===== config.mk =====
export PLATFORM = sky130hd
export DESIGN_NAME = split_cmp_timer
export DESIGN_NICKNAME = d
export VERILOG_FILES = /design/src/rtl/tmr_pkg.sv /design/src/rtl/tmr_prescaler.sv /design/src/rtl/tmr_half.sv /design/src/rtl/split_cmp_timer.sv
export SDC_FILE = /design/constraint.sdc
export NUM_CORES = 1
export LEC_CHECK = 0
export ABC_CLOCK_PERIOD_IN_PS = 3150
export BUFFER_PORTS_ARGS = -buffer_cell sky130_fd_sc_hd__clkbuf_2
export CAP_MARGIN = 20
export CORE_ASPECT_RATIO = 0.75
export CORE_MARGIN = 3
export CORE_UTILIZATION = 35
export CTS_CLUSTER_SIZE = 20
export DETAILED_ROUTE_END_ITERATION = 8
export MAX_ROUTING_LAYER = met4
export PLACE_DENSITY = 0.54
export SYNTH_ARGS = -nofsm -noshare
export SYNTH_HDL_FRONTEND = slang
export SYNTH_SLANG_ARGS = --single-unit

===== constraint.sdc =====
create_clock -name clk -period 3.15 [get_ports clk]
set_clock_uncertainty 0.2 [all_clocks]
set_input_delay 0.7875 -clock clk [delete_from_list [all_inputs] [get_ports clk]]
set_output_delay 0.7875 -clock clk [all_outputs]
set_load 0.005 [all_outputs]

===== src/rtl/tmr_pkg.sv =====
`timescale 1ns/1ps
// Package: shared register map, rate codes and control layout of the timer.
// Assumes an 8-bit register bus.
package tmr_pkg;
    localparam int REG_W = 8;

    typedef enum logic [2:0] {
        A_CTRL = 3'd0,
        A_OUT  = 3'd1,
        A_STAT = 3'd2,
        A_IEN  = 3'd3,
        A_CNTL = 3'd4,
        A_CNTH = 3'd5,
        A_CMPL = 3'd6,
        A_CMPH = 3'd7
    } reg_addr_e;

    typedef enum logic [1:0] {
        RATE_D32   = 2'd0,
        RATE_D16   = 2'd1,
        RATE_D4    = 2'd2,
        RATE_WATCH = 2'd3
    } rate_e;

    typedef struct packed {
        logic  clr_lo;
        logic  clr_hi;
        logic  hold;
        logic  run;
        logic  split;
        rate_e rate;
    } ctrl_t;

    localparam int ST_CMP_HI = 0;
    localparam int ST_OVF_HI = 1;
    localparam int ST_CMP_LO = 2;
    localparam int ST_OVF_LO = 3;
endpackage


===== src/rtl/tmr_prescaler.sv =====
`timescale 1ns/1ps
// Module: tmr_prescaler
// Produces a single-cycle count enable at the selected rate. The divide counters
// restart from zero while counting is off, so the first enable lands DIV edges
// after counting starts. Assumes power-of-two divisors and that watch_tick is a
// one-cycle pulse already synchronous to clk.
module tmr_prescaler
    import tmr_pkg::*;
#(
    parameter int DIV_A     = 32,
    parameter int DIV_B     = 16,
    parameter int DIV_C     = 4,
    parameter int WATCH_DIV = 4
) (
    input  logic  clk,
    input  logic  rst_n,
    input  logic  active,
    input  rate_e rate,
    input  logic  watch_tick,
    output logic  ce
);
    localparam int PRE_W = $clog2(DIV_A);
    localparam int WC_W  = (WATCH_DIV > 2) ? $clog2(WATCH_DIV) : 1;
    localparam logic [PRE_W-1:0] MASK_A = PRE_W'(DIV_A - 1);
    localparam logic [PRE_W-1:0] MASK_B = PRE_W'(DIV_B - 1);
    localparam logic [PRE_W-1:0] MASK_C = PRE_W'(DIV_C - 1);
    localparam logic [WC_W-1:0]  W_LAST = WC_W'(WATCH_DIV - 1);

    logic [PRE_W-1:0] pre;
    logic [WC_W-1:0]  wcnt;

    // System-clock divide counter, held at zero while idle.
    always_ff @(posedge clk) begin
        if (!rst_n || !active) pre <= '0;
        else                   pre <= pre + 1'b1;
    end

    // Slow-tick divide counter, held at zero while idle.
    always_ff @(posedge clk) begin
        if (!rst_n || !active) wcnt <= '0;
        else if (watch_tick)   wcnt <= wcnt + 1'b1;
    end

    // Rate selection into one count-enable pulse.
    always_comb begin
        unique case (rate)
            RATE_D32:   ce = active && ((pre & MASK_A) == MASK_A);
            RATE_D16:   ce = active && ((pre & MASK_B) == MASK_B);
            RATE_D4:    ce = active && ((pre & MASK_C) == MASK_C);
            RATE_WATCH: ce = active && watch_tick && (wcnt == W_LAST);
            default:    ce = 1'b0;
        endcase
    end
endmodule


===== src/rtl/tmr_half.sv =====
`timescale 1ns/1ps
// Module: tmr_half
// One counter half plus its toggle output. The caller decides when to step,
// clear, toggle or load; clear has priority over step, load over toggle.
module tmr_half #(
    parameter int W = 8
) (
    input  logic         clk,
    input  logic         rst_n,
    input  logic         step,
    input  logic         clear,
    input  logic         load_lvl,
    input  logic         lvl,
    input  logic         toggle,
    output logic [W-1:0] cnt,
    output logic         pin
);
    // Counter: zero on clear, +1 on step.
    always_ff @(posedge clk) begin
        if (!rst_n)     cnt <= '0;
        else if (clear) cnt <= '0;
        else if (step)  cnt <= cnt + 1'b1;
    end

    // Output level: software load, otherwise toggle on match.
    always_ff @(posedge clk) begin
        if (!rst_n)        pin <= 1'b0;
        else if (load_lvl) pin <= lvl;
        else if (toggle)   pin <= ~pin;
    end
endmodule


===== src/rtl/split_cmp_timer.sv =====
`timescale 1ns/1ps
// Module: split_cmp_timer
// 16-bit compare-match timer that splits into two 8-bit timers. Holds the
// register file, the compare/overflow event logic for both modes and the
// interrupt gating. Assumes HALF_W equals the register bus width (8).
module split_cmp_timer
    import tmr_pkg::*;
#(
    parameter int HALF_W    = REG_W,
    parameter int DIV_A     = 32,
    parameter int DIV_B     = 16,
    parameter int DIV_C     = 4,
    parameter int WATCH_DIV = 4
) (
    input  logic              clk,
    input  logic              rst_n,
    input  logic              wr_en,
    input  logic [2:0]        addr,
    input  logic [HALF_W-1:0] wdata,
    output logic [HALF_W-1:0] rdata,
    input  logic              watch_tick,
    output logic              out_hi,
    output logic              out_lo,
    output logic              irq_hi,
    output logic              irq_lo
);
    localparam int NH = 2;   // index 0 = low half, 1 = high half
    localparam logic [HALF_W-1:0] ALL1 = '1;

    ctrl_t             ctrl;
    logic [3:0]        stat, ien, stat_set;
    logic [HALF_W-1:0] cmp   [NH];
    logic [HALF_W-1:0] cnt   [NH];
    logic [NH-1:0]     pin, step, clr, tog, match, at_max;
    logic              active, ce, split, m16, clr16, load_out;
    logic              wr_ctrl, wr_out, wr_stat, wr_ien, wr_cmpl, wr_cmph;

    assign active  = ctrl.run && !ctrl.hold;
    assign split   = ctrl.split;
    assign wr_ctrl = wr_en && (addr == A_CTRL);
    assign wr_out  = wr_en && (addr == A_OUT);
    assign wr_stat = wr_en && (addr == A_STAT);
    assign wr_ien  = wr_en && (addr == A_IEN);
    assign wr_cmpl = wr_en && (addr == A_CMPL);
    assign wr_cmph = wr_en && (addr == A_CMPH);
    assign load_out = wr_out && !active;

    tmr_prescaler #(
        .DIV_A(DIV_A), .DIV_B(DIV_B), .DIV_C(DIV_C), .WATCH_DIV(WATCH_DIV)
    ) u_pre (
        .clk(clk), .rst_n(rst_n), .active(active), .rate(ctrl.rate),
        .watch_tick(watch_tick), .ce(ce)
    );

    // One counter slice per half; compare and wrap detection per slice.
    for (genvar h = 0; h < NH; h++) begin : g_half
        assign match[h]  = (cnt[h] == cmp[h]);
        assign at_max[h] = (cnt[h] == ALL1);
        tmr_half #(.W(HALF_W)) u_half (
            .clk(clk), .rst_n(rst_n), .step(step[h]), .clear(clr[h]),
            .load_lvl(load_out), .lvl(wdata[1-h]), .toggle(tog[h]),
            .cnt(cnt[h]), .pin(pin[h])
        );
    end

    assign m16   = match[0] && match[1];
    assign clr16 = ce && m16 && ctrl.clr_hi;

    // Count, clear, toggle and flag events for the selected mode.
    always_comb begin
        if (split) begin
            tog[0]  = ce && match[0];
            tog[1]  = ce && match[1];
            clr[0]  = tog[0] && ctrl.clr_lo;
            clr[1]  = tog[1] && ctrl.clr_hi;
            step[0] = ce && !clr[0];
            step[1] = ce && !clr[1];
            stat_set[ST_CMP_LO] = tog[0];
            stat_set[ST_OVF_LO] = step[0] && at_max[0];
            stat_set[ST_CMP_HI] = tog[1];
            stat_set[ST_OVF_HI] = step[1] && at_max[1];
        end else begin
            tog[0]  = 1'b0;
            tog[1]  = ce && m16;
            clr[0]  = clr16;
            clr[1]  = clr16;
            step[0] = ce && !clr16;
            step[1] = step[0] && at_max[0];
            stat_set[ST_CMP_LO] = 1'b0;
            stat_set[ST_OVF_LO] = 1'b0;
            stat_set[ST_CMP_HI] = tog[1];
            stat_set[ST_OVF_HI] = step[1] && at_max[1];
        end
    end

    // Control, enable and compare registers.
    always_ff @(posedge clk) begin
        if (!rst_n) begin
            ctrl   <= '0;
            ien    <= '0;
            cmp[0] <= '1;
            cmp[1] <= '1;
        end else begin
            if (wr_ctrl) ctrl   <= ctrl_t'(wdata[6:0]);
            if (wr_ien)  ien    <= wdata[3:0];
            if (wr_cmpl) cmp[0] <= wdata;
            if (wr_cmph) cmp[1] <= wdata;
        end
    end

    // Sticky flags: hardware sets, software clears by writing zero.
    always_ff @(posedge clk) begin
        if (!rst_n)       stat <= '0;
        else if (wr_stat) stat <= (stat & wdata[3:0]) | stat_set;
        else              stat <= stat | stat_set;
    end

    // Combinational read port.
    always_comb begin
        unique case (reg_addr_e'(addr))
            A_CTRL:  rdata = HALF_W'(ctrl);
            A_OUT:   rdata = HALF_W'({pin[0], pin[1]});
            A_STAT:  rdata = HALF_W'(stat);
            A_IEN:   rdata = HALF_W'(ien);
            A_CNTL:  rdata = cnt[0];
            A_CNTH:  rdata = cnt[1];
            A_CMPL:  rdata = cmp[0];
            A_CMPH:  rdata = cmp[1];
            default: rdata = '0;
        endcase
    end

    assign out_lo = pin[0];
    assign out_hi = pin[1];
    assign irq_hi = |(stat[ST_OVF_HI:ST_CMP_HI] & ien[ST_OVF_HI:ST_CMP_HI]);
    assign irq_lo = |(stat[ST_OVF_LO:ST_CMP_LO] & ien[ST_OVF_LO:ST_CMP_LO]);
endmodule


==> results.sh, run 1 <==
export IMPL_post_synth_top_count_cell="sky130_fd_sc_hd__dfxtp_1"
export IMPL_area_share_of_the_largest_cell_type_after_synthesis_pct=25.6
export IMPL_fmax_ghz=0.337
export IMPL_vias_per_cell=5.34
export IMPL_drv_max_cap_violation_count=0
export IMPL_synth_edf_count=16
export IMPL_cts_max_level=2
export IMPL_min_period_ns=2.97
export IMPL_top_level_ports=27
export IMPL_register_bit_total_from_synthesis=56
export IMPL_cts_setup_buffers=0
export IMPL_post_cts_resized_instances=0
export IMPL_rsz_0062_raised_after_global_routing="false"
export IMPL_routabilityCongestion=0.912
export IMPL_net_count_of_the_mapped_netlist=340
export IMPL_first_pass_grt_wire_length_mm=13.2
export IMPL_dp_slack_ns=0.233
export IMPL_detail_route_first_pass_iterations=5
export IMPL_post_drt_wl_per_cell_um=17.9
export IMPL_path_class="input port to primary output"
export IMPL_relative_max_transition_margin_pct=56.1
export IMPL_layout_filler_cells=840
export IMPL_first_iter_violations=236
export IMPL_synthesis_area_mm2=0.00312
export IMPL_synth_flop_cell="sky130_fd_sc_hd__dfxtp_1"
export IMPL_multiInputGateArea_mm2=0.00173
export IMPL_gate_count_after_technology_mapping=317
export IMPL_final_max_slew_viol_count=0
export IMPL_maximum_number_of_pins_on_one_net_before_global_route_repair=27
export IMPL_cellPowerDensity_mw_per_mm2=422
export IMPL_finalSetupViolCount=0
export IMPL_async_reset_ff_share_pct=0
export IMPL_drc_errors=0
export IMPL_postLayoutSetupSlackWorst_ns=0.179
export IMPL_route_antenna_remaining_nets=0
export IMPL_crit_start_category="input port"
export IMPL_tritoncts="yes"
export IMPL_chipWidth_um=115
export IMPL_port_buffer_count=26
export IMPL_seq_total_area_yosys_pct=41.0
export IMPL_grt_usage_pct=17.7
export IMPL_routed_via_count=2418
export IMPL_core_region_area_mm2=0.00856
export IMPL_hpwl_mm=6.34
export IMPL_postSynthAreaPerCell_um2=9.85
export IMPL_netlist_top_cells_area="sky130_fd_sc_hd__dfxtp_1 26%, sky130_fd_sc_hd__edfxtp_1 15%, sky130_fd_sc_hd__xnor2_1 7.0%"
export IMPL_setup_tns_final_ns=0
export IMPL_post_route_cells_drive_above_1_share_pct=21.2
export IMPL_clock_tree_root_cell="sky130_fd_sc_hd__clkbuf_16"
export IMPL_synth_yosys_warnings=0
export IMPL_reg2reg_slack_ns=0.47
export IMPL_num_antenna_cells=0
export IMPL_status="finished, final reports clean"
export IMPL_antenna_found_initial=0
export IMPL_netlist_top_cell_by_area="sky130_fd_sc_hd__dfxtp_1"
export IMPL_nNetsFinal=367
export IMPL_row_count=29
export IMPL_hold_path_class="flip-flop to flip-flop"
export IMPL_area_growth_synth_to_final_pct=13.3
export IMPL_design_die_area_mm2=0.0101
export IMPL_cts_max_path_buffers=2
export IMPL_post_synth_most_frequent_cells="40 x sky130_fd_sc_hd__dfxtp_1, 25 x sky130_fd_sc_hd__xnor2_1, 23 x sky130_fd_sc_hd__nor2_1"
export IMPL_total_wire_length_after_detailed_routing_mm=8.11
export IMPL_numCtsBuffers=5
export IMPL_arrival_ns=1.98
export IMPL_number_of_global_route_vias_before_repair=2330
export IMPL_crit_fanout=18
export IMPL_clkSlewWorstSetupHoldPaths_ns=0.08
export IMPL_min_period_over_period_pct=94.3
export IMPL_worst_slew_pin_transition_ns=0.657
export IMPL_post_cts_hold_buffers=0
export IMPL_irDropWorstVdd_v=0.000277
export IMPL_final_hold_viol_count=0
export IMPL_grt_remaining_overflow=0
export IMPL_seqCellArea_mm2=0.00128
export IMPL_cp_required_ns=2.16
export IMPL_insertion_delay_ns=0.30
export IMPL_floorplan_initialDensity_pct=36.5
export IMPL_finalCoreUtilization_pct=41.3
export IMPL_total_leakage_power_nw=1.30
export IMPL_yosys_cell_types_count=51
export IMPL_worst_setup_path_end_kind="primary output"
export IMPL_numClockSinks=56
export IMPL_fp_dieH_um=87.8
[kinds of logic after synthesis]
family | synth area share (%)
AOI/OAI and AO/OA | 15.8
xor gates and xnor gates | 8.37
adders and majority gates | 3.21
buffers and inverters | 3.69
DFF | 41.0
muxes | 10.1
and+or+nand+nor | 17.8
[where the power goes]
group | total, mW | internal, mW | switching, mW
clock network | 0.582 | 0.303 | 0.279
logic | 0.131 | 0.0590 | 0.0719
registers | 0.778 | 0.760 | 0.0188
[per-layer routing]
metal | vias up | wire [um] | GRT usage (%) | share of wire (%)
li1 | 1191 | - | - | -
met2 | 74 | 3370 | 24.6 | 42
met4 | 0 | 99 | 3.84 | 1.2
met1 | 1142 | 4250 | 26.0 | 52
met3 | 11 | 387 | 4.01 | 4.8
met5 | - | 0 | - | 0
[final timing paths]
| kind | startpoint | endpoint | cells after the start |
|---|---|---|---|
| min reg2reg | u_pre.pre[0]$_SDFF_PP0_ | u_pre.pre[0]$_SDFF_PP0_ | 1 |
| max | addr[2] | rdata[3] | 8 |
| max reg2reg | ctrl[0]$_SDFFE_PN0P_ | g_half[1].u_half.pin$_SDFFE_PN0P_ | 8 |
| min | u_pre.pre[0]$_SDFF_PP0_ | u_pre.pre[0]$_SDFF_PP0_ | 1 |
[critical path, stage by stage]
cell                       delay [ns]
sky130_fd_sc_hd__clkbuf_2        0.15
sky130_fd_sc_hd__buf_4           0.23
sky130_fd_sc_hd__a21oi_1         0.16
sky130_fd_sc_hd__a21oi_1         0.06
sky130_fd_sc_hd__nor2_1          0.12
sky130_fd_sc_hd__a31oi_1         0.05
sky130_fd_sc_hd__o21ai_0         0.25
sky130_fd_sc_hd__clkbuf_2        0.16
[metrics by stage]
stage / cell area, um^2 / cells / hold WS [ns] / total power, mW
after floorplan: 3120 / 317 / 0.218 / 0.870
after global placement: 3390 / 445 / 0.231 / 0.926
after detailed placement: 3390 / 445 / 0.240 / 0.924
after CTS: 3540 / 453 / 0.252 / 1.50
after global routing: 3540 / 453 / 0.281 / 1.54
final: 3540 / 453 / 0.250 / 1.49
[flip-flops by register name, indices dropped and copies added, names as in the netlist]
register,cells
u_pre.pre,5
ctrl,6
cmp,16
u_pre.wcnt,2
split,1
g_half.u_half.pin,2
g_half.u_half.cnt,16
ien,4
stat,4
[cells in the final DEF, fill, tap and decap left out, types with 4 or more instances in the layout]
cell                        Yosys  layout
sky130_fd_sc_hd__nor3_1         5       5
sky130_fd_sc_hd__mux2i_1       18      18
sky130_fd_sc_hd__or2_2         11      11
sky130_fd_sc_hd__a21boi_0       4       4
sky130_fd_sc_hd__a211oi_1       5       5
sky130_fd_sc_hd__clkbuf_2       0      26
sky130_fd_sc_hd__nand4_1        7       7
sky130_fd_sc_hd__a21oi_1       15      15
sky130_fd_sc_hd__mux4_2         4       4
sky130_fd_sc_hd__xnor2_1       25      25
sky130_fd_sc_hd__o21ai_0       15      15
sky130_fd_sc_hd__nand2_1       13      13
sky130_fd_sc_hd__and2_1         4       4
sky130_fd_sc_hd__a31oi_1        4       4
sky130_fd_sc_hd__nor2_1        23      23
sky130_fd_sc_hd__mux2_2         4       4
sky130_fd_sc_hd__clkbuf_16      0       5
sky130_fd_sc_hd__nand3_1       15      15
sky130_fd_sc_hd__nor2b_1       16      16
sky130_fd_sc_hd__buf_4          0      10
sky130_fd_sc_hd__ha_1           8       8
sky130_fd_sc_hd__edfxtp_1      16      16
sky130_fd_sc_hd__inv_1         10      10
sky130_fd_sc_hd__dfxtp_1       40      40
[final cells by class]
| type | count | area share [%] |
|---|---|---|
| clock buffer | 5 | 3.54 |
| clock inverter | 3 | 0.743 |
| sequential | 56 | 36.2 |
| multi-input combinational | 235 | 48.8 |
| timing repair buffer | 36 | 5.80 |
| inverter | 10 | 1.06 |
| tap | 108 | 3.82 |
Note: power is estimated with default switching activity, not from simulation.
==> run 2: changes to the inputs <==
PLACE_DENSITY = default   (was 0.54)
PLACE_DENSITY_LB_ADDON = 0.12   (was default)
==> run 2 against run 1 <==
Effect of this change: routed wire length increased by 1.1%; cell area increased by 0.57%; non-clock buffer count increased by 3; register-to-register slack improved by 0.02 ns; total power increased by 0.25%; maximum frequency increased by 0.47%; sequential power about the same; count of clock-buffer cells in the layout increased by 2; cell count increased by 0.66%; combinational power increased by 4%; worst setup slack improved by 0.014 ns.
==> results.sh, run 2 (synthesis gave the netlist of run 1 again) <==
export IMPL_seqCellArea_mm2=0.00128
export IMPL_fp_dieH_um=87.8
export IMPL_cts_max_path_buffers=2
export IMPL_final_hold_viol_count=0
export IMPL_design_die_area_mm2=0.0101
export IMPL_arrival_ns=1.97
export IMPL_irDropWorstVdd_v=0.000302
export IMPL_multiInputGateArea_mm2=0.00173
export IMPL_row_count=29
export IMPL_pwr_share_comb_pct=9.1
export IMPL_final_max_slew_viol_count=0
export IMPL_pwr_share_clk_pct=39.0
export IMPL_drv_max_cap_violation_count=0
export IMPL_post_route_cells_drive_above_1_share_pct=21.6
export IMPL_largestRegisters="cmp (16), g_half.u_half.cnt (16), ctrl (6)"
export IMPL_top_level_ports=27
export IMPL_total_wire_length_after_detailed_routing_mm=8.21
export IMPL_post_cts_hold_buffers=0
export IMPL_cellPowerDensity_mw_per_mm2=420
export IMPL_grt_remaining_overflow=0
export IMPL_clock_tree_root_cell="sky130_fd_sc_hd__clkbuf_16"
export IMPL_drc_errors=0
export IMPL_relative_max_transition_margin_pct=59.4
export IMPL_number_of_global_route_vias_before_repair=2261
export IMPL_clkSlewWorstSetupHoldPaths_ns=0.07
export IMPL_status="finished, final reports clean"
export IMPL_core_region_area_mm2=0.00856
export IMPL_first_pass_grt_wire_length_mm=13.1
export IMPL_cts_setup_buffers=0
export IMPL_cp_required_ns=2.16
export IMPL_first_iter_violations=170
export IMPL_worst_path_largest_cell_delay_ns=0.23
export IMPL_final_cells=456
export IMPL_worst_setup_path_end_kind="primary output"
export IMPL_hold_path_class="flip-flop to flip-flop"
export IMPL_cts_max_level=2
export IMPL_layout_cells_most_common="sky130_fd_sc_hd__dfxtp_1"
export IMPL_chipWidth_um=115
export IMPL_hpwl_mm=6.31
export IMPL_post_cts_resized_instances=0
export IMPL_num_antenna_cells=0
export IMPL_min_period_over_period_pct=93.9
export IMPL_crit_chain="clkbuf_2 > buf_4 > a21oi_1 > a21oi_1 > nor2_1 > a31oi_1 > o21ai_0 > clkbuf_2"
export IMPL_routed_via_count=2404
export IMPL_crit_buf_inv=3
export IMPL_route_antenna_remaining_nets=0
export IMPL_crit_fanout=12
export IMPL_worst_path_dominant_cell_family="buffers and inverters"
export IMPL_internal_power_mw=1.14
export IMPL_numClockSinks=56
export IMPL_worst_slew_pin_transition_ns=0.606
export IMPL_setup_tns_final_ns=0
export IMPL_switching_share_pct=23.8
export IMPL_port_buffer_count=26
export IMPL_total_leakage_power_nw=1.32
export IMPL_final_cell_mix="40 x sky130_fd_sc_hd__dfxtp_1, 26 x sky130_fd_sc_hd__clkbuf_2, 25 x sky130_fd_sc_hd__xnor2_1, 23 x sky130_fd_sc_hd__nor2_1, 18 x sky130_fd_sc_hd__mux2i_1"
export IMPL_grt_usage_pct=17.8
export IMPL_path_class="input port to primary output"
export IMPL_floorplan_initialDensity_pct=36.5
export IMPL_min_period_ns=2.96
export IMPL_numCtsBuffers=5
export IMPL_rsz_0062_raised_after_global_routing="false"
export IMPL_maximum_number_of_pins_on_one_net_before_global_route_repair=27
export IMPL_nNetsFinal=370
export IMPL_power_sequential_fraction_pct=51.9
export IMPL_layout_filler_cells=880
export IMPL_detail_route_first_pass_iterations=4
export IMPL_dp_cells=448
export IMPL_tritoncts="yes"
export IMPL_antenna_found_initial=0
export IMPL_placed_area_mm2=0.00341
export IMPL_insertion_delay_ns=0.30
export IMPL_finalSetupViolCount=0
export IMPL_post_drt_wl_per_cell_um=18.0
export IMPL_power_switching_uw=356
export IMPL_crit_path_top_delay_cell="sky130_fd_sc_hd__buf_4"
export IMPL_vias_per_cell=5.27
export IMPL_final_design_area_no_fill_mm2=0.00356
export IMPL_crit_start_category="input port"
export IMPL_routabilityCongestion=0.866
export IMPL_fmax_ghz=0.338
export IMPL_area_growth_synth_to_final_pct=13.9
-- run 2: cell type report --
type	instances	area share, %
clock buffer	7	4.01
sequential	56	36.0
tap	108	3.80
clock inverter	1	0.176
timing repair buffer	39	6.40
inverter	10	1.06
multi-input combinational	235	48.5
-- run 2: through the flow --
step	power, mW	setup slack, ns	hold WS, ns	utilization (%)
5_1_grt	1.56	0.0224	0.292	41.5
6_report	1.49	0.193	0.252	41.5
4_1_cts	1.51	0.176	0.254	41.5
3_5_place_dp	0.928	0.179	0.242	39.8
2_1_floorplan	0.870	0.220	0.218	-
3_3_place_gp	0.928	0.230	0.236	39.8
-- run 2: final timing paths --
kind / end / start / slack [ns] / depth (start not counted)
worst max register to register: g_half[1].u_half.pin$_SDFFE_PN0P_ / ctrl[0]$_SDFFE_PN0P_ / 0.49 / 8
worst max-delay path: rdata[3] / addr[2] / 0.19 / 8
worst min register to register: u_pre.pre[0]$_SDFF_PP0_ / u_pre.pre[0]$_SDFF_PP0_ / 0.25 / 1
worst min-delay path: u_pre.pre[0]$_SDFF_PP0_ / u_pre.pre[0]$_SDFF_PP0_ / 0.25 / 1
-- run 2: power by group through the flow --
stage / Combinational [mW] / Clock (mW) / Sequential [mW]
global placement: 0.135 / 0 / 0.793
floorplan: 0.0834 / 0 / 0.786
finish: 0.136 / 0.583 / 0.776
global route: 0.150 / 0.630 / 0.778
CTS: 0.136 / 0.601 / 0.776
detailed placement: 0.136 / 0 / 0.792
-- run 2: worst register-to-register path, stage by stage, from the launching register on --
cell                       delay, ns
sky130_fd_sc_hd__dfxtp_1        0.41
sky130_fd_sc_hd__inv_1          0.08
sky130_fd_sc_hd__ha_1           0.33
sky130_fd_sc_hd__mux2i_1        0.15
sky130_fd_sc_hd__a211oi_2       0.33
sky130_fd_sc_hd__nand2_1        0.11
sky130_fd_sc_hd__or4_1          0.65
sky130_fd_sc_hd__xor2_1         0.19
sky130_fd_sc_hd__a21oi_1        0.14
-- run 2: routing by layer --
layer | global-route usage [%] | up-vias | wire [um]
met2 | 23.5 | 66 | 3380
met5 | - | - | 0
met4 | 5.44 | 0 | 85
li1 | - | 1208 | -
met3 | 3.38 | 8 | 424
met1 | 26.9 | 1122 | 4310
